===== config.mk =====
export PLATFORM = sky130hd
export DESIGN_NAME = irqc_top
export DESIGN_NICKNAME = d
export VERILOG_FILES = /design/src/rtl/irqc_pkg.sv /design/src/rtl/irqc_sync.sv /design/src/rtl/irqc_detect.sv /design/src/rtl/irqc_regs.sv /design/src/rtl/irqc_top.sv
export SDC_FILE = /design/constraint.sdc
export NUM_CORES = 1
export LEC_CHECK = 0
export CAP_MARGIN = 20
export CORE_UTILIZATION = 40
export CTS_BUF_LIST = sky130_fd_sc_hd__clkbuf_16
export DETAILED_ROUTE_END_ITERATION = 6
export DONT_BUFFER_PORTS = 1
export PLACE_DENSITY = 0.56
export SETUP_SLACK_MARGIN = 0.15
export SLEW_MARGIN = 40
export SYNTH_ARGS = -nofsm -noshare
export SYNTH_HDL_FRONTEND = slang
export SYNTH_SLANG_ARGS = --single-unit

===== constraint.sdc =====
create_clock -name clk -period 1.2 [get_ports clk]
set_input_delay 0.06 -clock clk [delete_from_list [all_inputs] [get_ports clk]]
set_output_delay 0.06 -clock clk [all_outputs]
set_load 0.02 [all_outputs]

===== src/rtl/irqc_pkg.sv =====
package irqc_pkg;
  localparam int REG_W    = 32;
  localparam int WORD_LSB = 2;
  typedef enum logic [2:0] {
    SEL_EN   = 3'd0,
    SEL_MODE = 3'd1,
    SEL_POL  = 3'd2,
    SEL_STAT = 3'd3
  } reg_sel_e;
endpackage


===== src/rtl/irqc_sync.sv =====
module irqc_sync #(
  parameter int W = 32
) (
  input  logic         clk,
  input  logic         rst,
  input  logic [W-1:0] d,
  output logic [W-1:0] q
);
  logic [W-1:0] stage1;

  // Reset to the idle-high level so active-low and falling lines see no event
  always_ff @(posedge clk) begin
    if (rst) begin
      stage1 <= '1;
      q      <= '1;
    end else begin
      stage1 <= d;
      q      <= stage1;
    end
  end
endmodule


===== src/rtl/irqc_detect.sv =====
module irqc_detect #(
  parameter int N = 32
) (
  input  logic         clk,
  input  logic         rst,
  input  logic [N-1:0] sig,
  input  logic [N-1:0] mode,
  input  logic [N-1:0] pol,
  input  logic [N-1:0] clr,
  output logic [N-1:0] status
);
  logic [N-1:0] prev;
  logic [N-1:0] active;
  logic [N-1:0] edge_hit;

  for (genvar i = 0; i < N; i++) begin : g_line
    always_comb begin
      active[i]   = pol[i] ? sig[i] : ~sig[i];
      edge_hit[i] = pol[i] ? (sig[i] & ~prev[i]) : (~sig[i] & prev[i]);
    end

    always_ff @(posedge clk) begin
      if (rst) begin
        prev[i]   <= 1'b1;
        status[i] <= 1'b0;
      end else begin
        prev[i] <= sig[i];
        if (mode[i])
          status[i] <= edge_hit[i] | (status[i] & ~clr[i]);
        else
          status[i] <= active[i];
      end
    end
  end


  edge_hold_chk: assert property (@(posedge clk) disable iff (rst)
    ((mode & status & ~clr) != '0) |=>
      ((status & $past(mode & status & ~clr)) == $past(mode & status & ~clr)));

  set_wins_chk: assert property (@(posedge clk) disable iff (rst)
    ((mode & edge_hit & clr) != '0) |=>
      ((status & $past(mode & edge_hit & clr)) == $past(mode & edge_hit & clr)));

  level_track_chk: assert property (@(posedge clk) disable iff (rst)
    ((~mode & active) != '0) |=>
      ((status & $past(~mode & active)) == $past(~mode & active)));
endmodule


===== src/rtl/irqc_regs.sv =====
module irqc_regs
  import irqc_pkg::*;
#(
  parameter int N      = 32,
  parameter int ADDR_W = 5
) (
  input  logic              clk,
  input  logic              rst,
  input  logic [ADDR_W-1:0] addr,
  input  logic              wr,
  input  logic              rd,
  input  logic [REG_W-1:0]  wdata,
  input  logic [N-1:0]      status,
  output logic [REG_W-1:0]  rdata,
  output logic [N-1:0]      en,
  output logic [N-1:0]      mode,
  output logic [N-1:0]      pol,
  output logic [N-1:0]      clr
);
  localparam int WSEL_W = ADDR_W - WORD_LSB;

  logic [WSEL_W-1:0] wsel;
  logic [REG_W-1:0]  rd_mux;

  assign wsel = addr[ADDR_W-1:WORD_LSB];

  always_comb begin
    clr = '0;
    if (wr && wsel == WSEL_W'(SEL_STAT))
      clr = wdata[N-1:0];
  end

  always_ff @(posedge clk) begin
    if (rst) begin
      en   <= '0;
      mode <= '0;
      pol  <= '0;
    end else if (wr) begin
      if (wsel == WSEL_W'(SEL_EN))   en   <= wdata[N-1:0];
      if (wsel == WSEL_W'(SEL_MODE)) mode <= wdata[N-1:0];
      if (wsel == WSEL_W'(SEL_POL))  pol  <= wdata[N-1:0];
    end
  end

  always_comb begin
    rd_mux = '0;
    if      (wsel == WSEL_W'(SEL_EN))   rd_mux[N-1:0] = en;
    else if (wsel == WSEL_W'(SEL_MODE)) rd_mux[N-1:0] = mode;
    else if (wsel == WSEL_W'(SEL_POL))  rd_mux[N-1:0] = pol;
    else if (wsel == WSEL_W'(SEL_STAT)) rd_mux[N-1:0] = status;
  end

  always_ff @(posedge clk) begin
    if (rst)     rdata <= '0;
    else if (rd) rdata <= rd_mux;
  end


  cfg_reset_chk: assert property (@(posedge clk)
    $past(rst) |-> (en == '0 && mode == '0 && pol == '0));

  unmapped_zero_chk: assert property (@(posedge clk) disable iff (rst)
    (rd && wsel > WSEL_W'(SEL_STAT)) |=> (rdata == '0));
endmodule


===== src/rtl/irqc_top.sv =====
module irqc_top
  import irqc_pkg::*;
#(
  parameter int N      = 32,
  parameter int ADDR_W = 5
) (
  input  logic              clk,
  input  logic              rst,
  input  logic [ADDR_W-1:0] bus_addr,
  input  logic              bus_wr,
  input  logic              bus_rd,
  input  logic [REG_W-1:0]  bus_wdata,
  output logic [REG_W-1:0]  bus_rdata,
  input  logic [N-1:0]      src_in,
  output logic [N-1:0]      irq_out
);
  logic [N-1:0] sig_s, en, mode, pol, clr, status;

  irqc_sync #(.W(N)) u_sync (
    .clk(clk), .rst(rst), .d(src_in), .q(sig_s)
  );

  irqc_detect #(.N(N)) u_detect (
    .clk(clk), .rst(rst), .sig(sig_s), .mode(mode), .pol(pol),
    .clr(clr), .status(status)
  );

  irqc_regs #(.N(N), .ADDR_W(ADDR_W)) u_regs (
    .clk(clk), .rst(rst), .addr(bus_addr), .wr(bus_wr), .rd(bus_rd),
    .wdata(bus_wdata), .status(status), .rdata(bus_rdata),
    .en(en), .mode(mode), .pol(pol), .clr(clr)
  );

  always_ff @(posedge clk) begin
    if (rst) irq_out <= '0;
    else     irq_out <= status & en;
  end


  mask_gate_chk: assert property (@(posedge clk) disable iff (rst)
    ((irq_out & ~$past(en)) == '0));
endmodule


==> metrics.md <==
| Metric | Value |
|---|---|
| Final HPWL DP | `approximately 15000 µm` |
| Die width | `between 150 and 200 µm` |
| Worst Skew | `roughly 0.0075 ns` |
| DRT iter0 DRCs | `between 400 and 500` |
| Die height | `between 150 and 200 µm` |
| Worst path top cell family by delay | `buffers and inverters` |
| Sequential share of the synthesized area | `between 50% and 60%` |
| Synthesized area per cell | `slightly above 9 µm²` |
| CTS root buf | `clkbuf_16` |
| Worst Tran Pin Value | `just under 0.8 ns` |
| Clk pwr share | `47.6%` |
| H-tree levels | `1` |
| Sink Count | `about 290` |
| Min-Delay Path Class | `in2reg` |
| CTS Buffer Depth | `3` |
| Max capacitance violation total | `0` |
| Cts bufs inserted | `31` |
| Slew headroom | `approximately 48%` |
| Status | `finished, violations left` |
| Startpoint Class | `primary input` |
| CP max-delay cell | `dlygate4sd3_1` |
| Sw frac | `a little over a fifth` |
| YS warnings | `0` |
| CP Data Required Time | `about 1.6 ns` |
| Crit path time final | `roughly 1.1 ns` |
| Worst R2R Path Depth | `3` |
| Crit path buf inv count | `1` |
| Max Freq | `0.910 GHz` |
| Vias per cell | `roughly 5` |
| Synth unique cells | `29` |
| Placed Area | `between 10000 and 15000 µm²` |
| CP Data Arrival Time | `roughly 1.5 ns` |
| Nets@finish | `around 1300` |
| Antenna violations before repair | `1` |
| P_leak | `0.00481 µW` |
| Non-filler instance count after layout | `approximately 1600` |
| Pwr Total | `~21000 µW` |
| Final Setup Violations | `0` |
| RSZ-0062 raised after global routing | `yes` |
| GRT Resource Usage Total | `a little under a fifth` |
| Setup WS post-layout | `0.101 ns` |
| Max VDD drop | `a little over 1 mV` |
| WP depth | `2` |
| Inst Count DP | `about 1500` |
| Pwr Density | `about 1600 nW/µm²` |
| Cells after synthesis | `1176` |
| RD Place Congestion | `around 0.76` |
| Antenna-violating nets left | `0` |
| Crit path max fanout | `258` |
| Initial Util | `40.9%` |
| # IOs | `roughly 140` |
| Switching power | `between 4000 and 5000 µW` |
| P&R area growth vs syn | `22.9%` |
| Setup WS pre-CTS | `-0.0127 ns` |
| Largest net degree at the start of global routing | `approximately 260` |
| Fin. Hold Viols | `about 200` |
| Die area | `about 27000 µm²` |
| Overflow after GRT | `0` |
| Count of state elements after synthesis | `about 290` |
| Tcrit/Tclk final | `between 90% and 100%` |
| Port Buffers | `0` |
| Largest stage delay, worst path | `0.56 ns` |
| Max Slew Vio Count | `0` |
| Reg clk slew, reported paths | `0.06 ns` |
| First-pass GRT wire length | `~42000 µm` |
| Share of total power in combinational logic | `roughly 5%` |
| WL/cell | `about 17 µm` |
| Cell row count | `just under 60` |
| Share of cells above drive strength 1 | `19.3%` |
| Failing checks | `design-rule violations, negative hold slack` |
| 1st-pass router iterations | `7` |
| Routed WL | `26500 µm` |
| Hold slack | `-0.410 ns` |
| Worst-path cell chain | `or2_2 > dlygate4sd3_1` |
| Post-route cell area | `approximately 13000 µm²` |
| Hold path depth | `1` |
| Syn_nets | `approximately 1200` |
| Core Area | `~26000 µm²` |
| Setup CP Type | `in2reg` |
| Vias in the first global route | `between 7000 and 8000` |
| Total vias in the final route | `around 8000` |
| Residual DRC | `9` |
| CP Capture Type | `flop` |
| Filler cells | `about 2500` |
| Cell-internal power | `around 17000 µW` |
| Netlist Area Pre-Place | `10700 µm²` |
| CTS tree | `built` |
| Clock latency on the worst-skew pair | `around 0.55 ns` |
| Flop pwr share | `between 40 and 50%` |
==> cell usage after synthesis <==
| master | n | area share [%] |
|---|---|---|
| dfxtp_1 | 288 | 54 |
| nand2_1 | 257 | 9.0 |
| a21oi_1 | 128 | 6.0 |
| or2_2 | 96 | 5.6 |
| clkbuf_1 | 35 | 1.2 |
| inv_1 | 33 | 1.2 |
| nor2_1 | 33 | 1.2 |
| o211ai_1 | 32 | 2.2 |
| o221ai_1 | 32 | 2.6 |
| xnor2_1 | 32 | 2.6 |
| xor2_1 | 32 | 2.6 |
| a21o_1 | 31 | 2.2 |
| and2_1 | 31 | 1.8 |
| mux2i_1 | 31 | 2.9 |
| o21ai_1 | 30 | 1.4 |
| buf_2 | 23 | 1.1 |
| buf_4 | 10 | 0.70 |
| buf_6 | 7 | 0.73 |
| o21ai_0 | 3 | 0.14 |
| nand4bb_1 | 2 | 0.21 |
| nor4bb_1 | 2 | 0.19 |
| buf_1 | 1 | 0.035 |
| nand2b_1 | 1 | 0.058 |
| nand4b_1 | 1 | 0.082 |
| nor3b_2 | 1 | 0.12 |
| nor4b_4 | 1 | 0.22 |
| o211a_1 | 1 | 0.093 |
| or3_1 | 1 | 0.058 |
| or4b_1 | 1 | 0.093 |
==> layout by cell type, fill, tap and decap left out, types with 32 or more instances in the layout <==
| master | instances |
|---|---|
| a21oi_1 | 128 |
| dfxtp_1 | 224 |
| dfxtp_2 | 50 |
| dlygate4sd3_1 | 85 |
| inv_1 | 35 |
| nand2_1 | 257 |
| nor2_1 | 32 |
| o211ai_1 | 32 |
| o221ai_1 | 32 |
| or2_2 | 96 |
| xnor2_1 | 32 |
| xor2_1 | 32 |
==> registers in the layout, summed over array words and instances (netlist names) <==
register / flops
irq_out: 32
u_detect.prev: 32
u_detect.status: 32
u_regs.en: 32
u_regs.mode: 32
u_regs.pol: 32
u_regs.rdata: 32
u_sync.q: 32
u_sync.stage1: 32
==> worst paths after layout <==
check / startpoint / endpoint / slack, ns
worst max-delay path: rst / u_sync.stage1[30] / 0.10
worst min-delay path: rst / irq_out[4] / -0.41
worst max register to register: u_regs.pol[20] / u_detect.status[20] / 0.27
worst min register to register: u_sync.stage1[0] / u_sync.q[0] / 0.40
==> through the flow <==
step	hold WS [ns]	util [%]	TNS, ns
global placement	0.146	42.3	0
floorplan	0.164	-	0
CTS	-0.443	49.3	0
global route	-0.438	50.3	0
finish	-0.410	50.3	0
detailed placement	0.151	42.3	-0.0173
==> logic make-up (layout without fill, tap and decap cells) <==
kind of cell,Yosys count,after routing,share of synthesized area (%)
AO/OA/AOI/OAI,257,257,14.6
XOR/XNOR,64,64,5.23
buffers and inverters,109,200,4.92
flip-flops,288,288,53.8
multiplexers,31,31,2.89
other,0,1,0
AND/OR/NAND/NOR,427,427,18.6
==> layout make-up <==
type	count	area [µm²]	area share, %
flip-flops and latches	288	5880	44.6
multi-input cells	779	4490	34.1
repair buffers	109	1160	8.83
clock buffers	31	776	5.89
well taps	335	419	3.18
clock inverters	27	322	2.44
inverters	33	124	0.940
diodes	1	2.50	0.0190
==> power by group through the flow <==
stage                     clock network, µW  logic (µW)  registers (µW)
after floorplan                           0         744           10200
after global placement                    0         768           10300
after detailed placement                  0         782           10300
after CTS                             10400         975           10100
after global routing                  10800        1170           10100
final                                 10100        1060           10100
==> layer usage <==
metal,vias to the layer above,wire (µm),track usage [%]
li1,4012,-,-
met1,3733,12000,24.4
met2,161,12400,31.9
met3,29,1740,5.51
met4,0,348,3.70
met5,-,0,0
==> what timing repair did <==
item	CTS	global route
hold endpoints to repair	288	256
hold buffers	65	21
resized for setup	63	17
setup buffers	0	1
gates cloned	0	0
endpoints found under the setup margin	56	19
No activity file was read; power rests on OpenSTA's default activity.
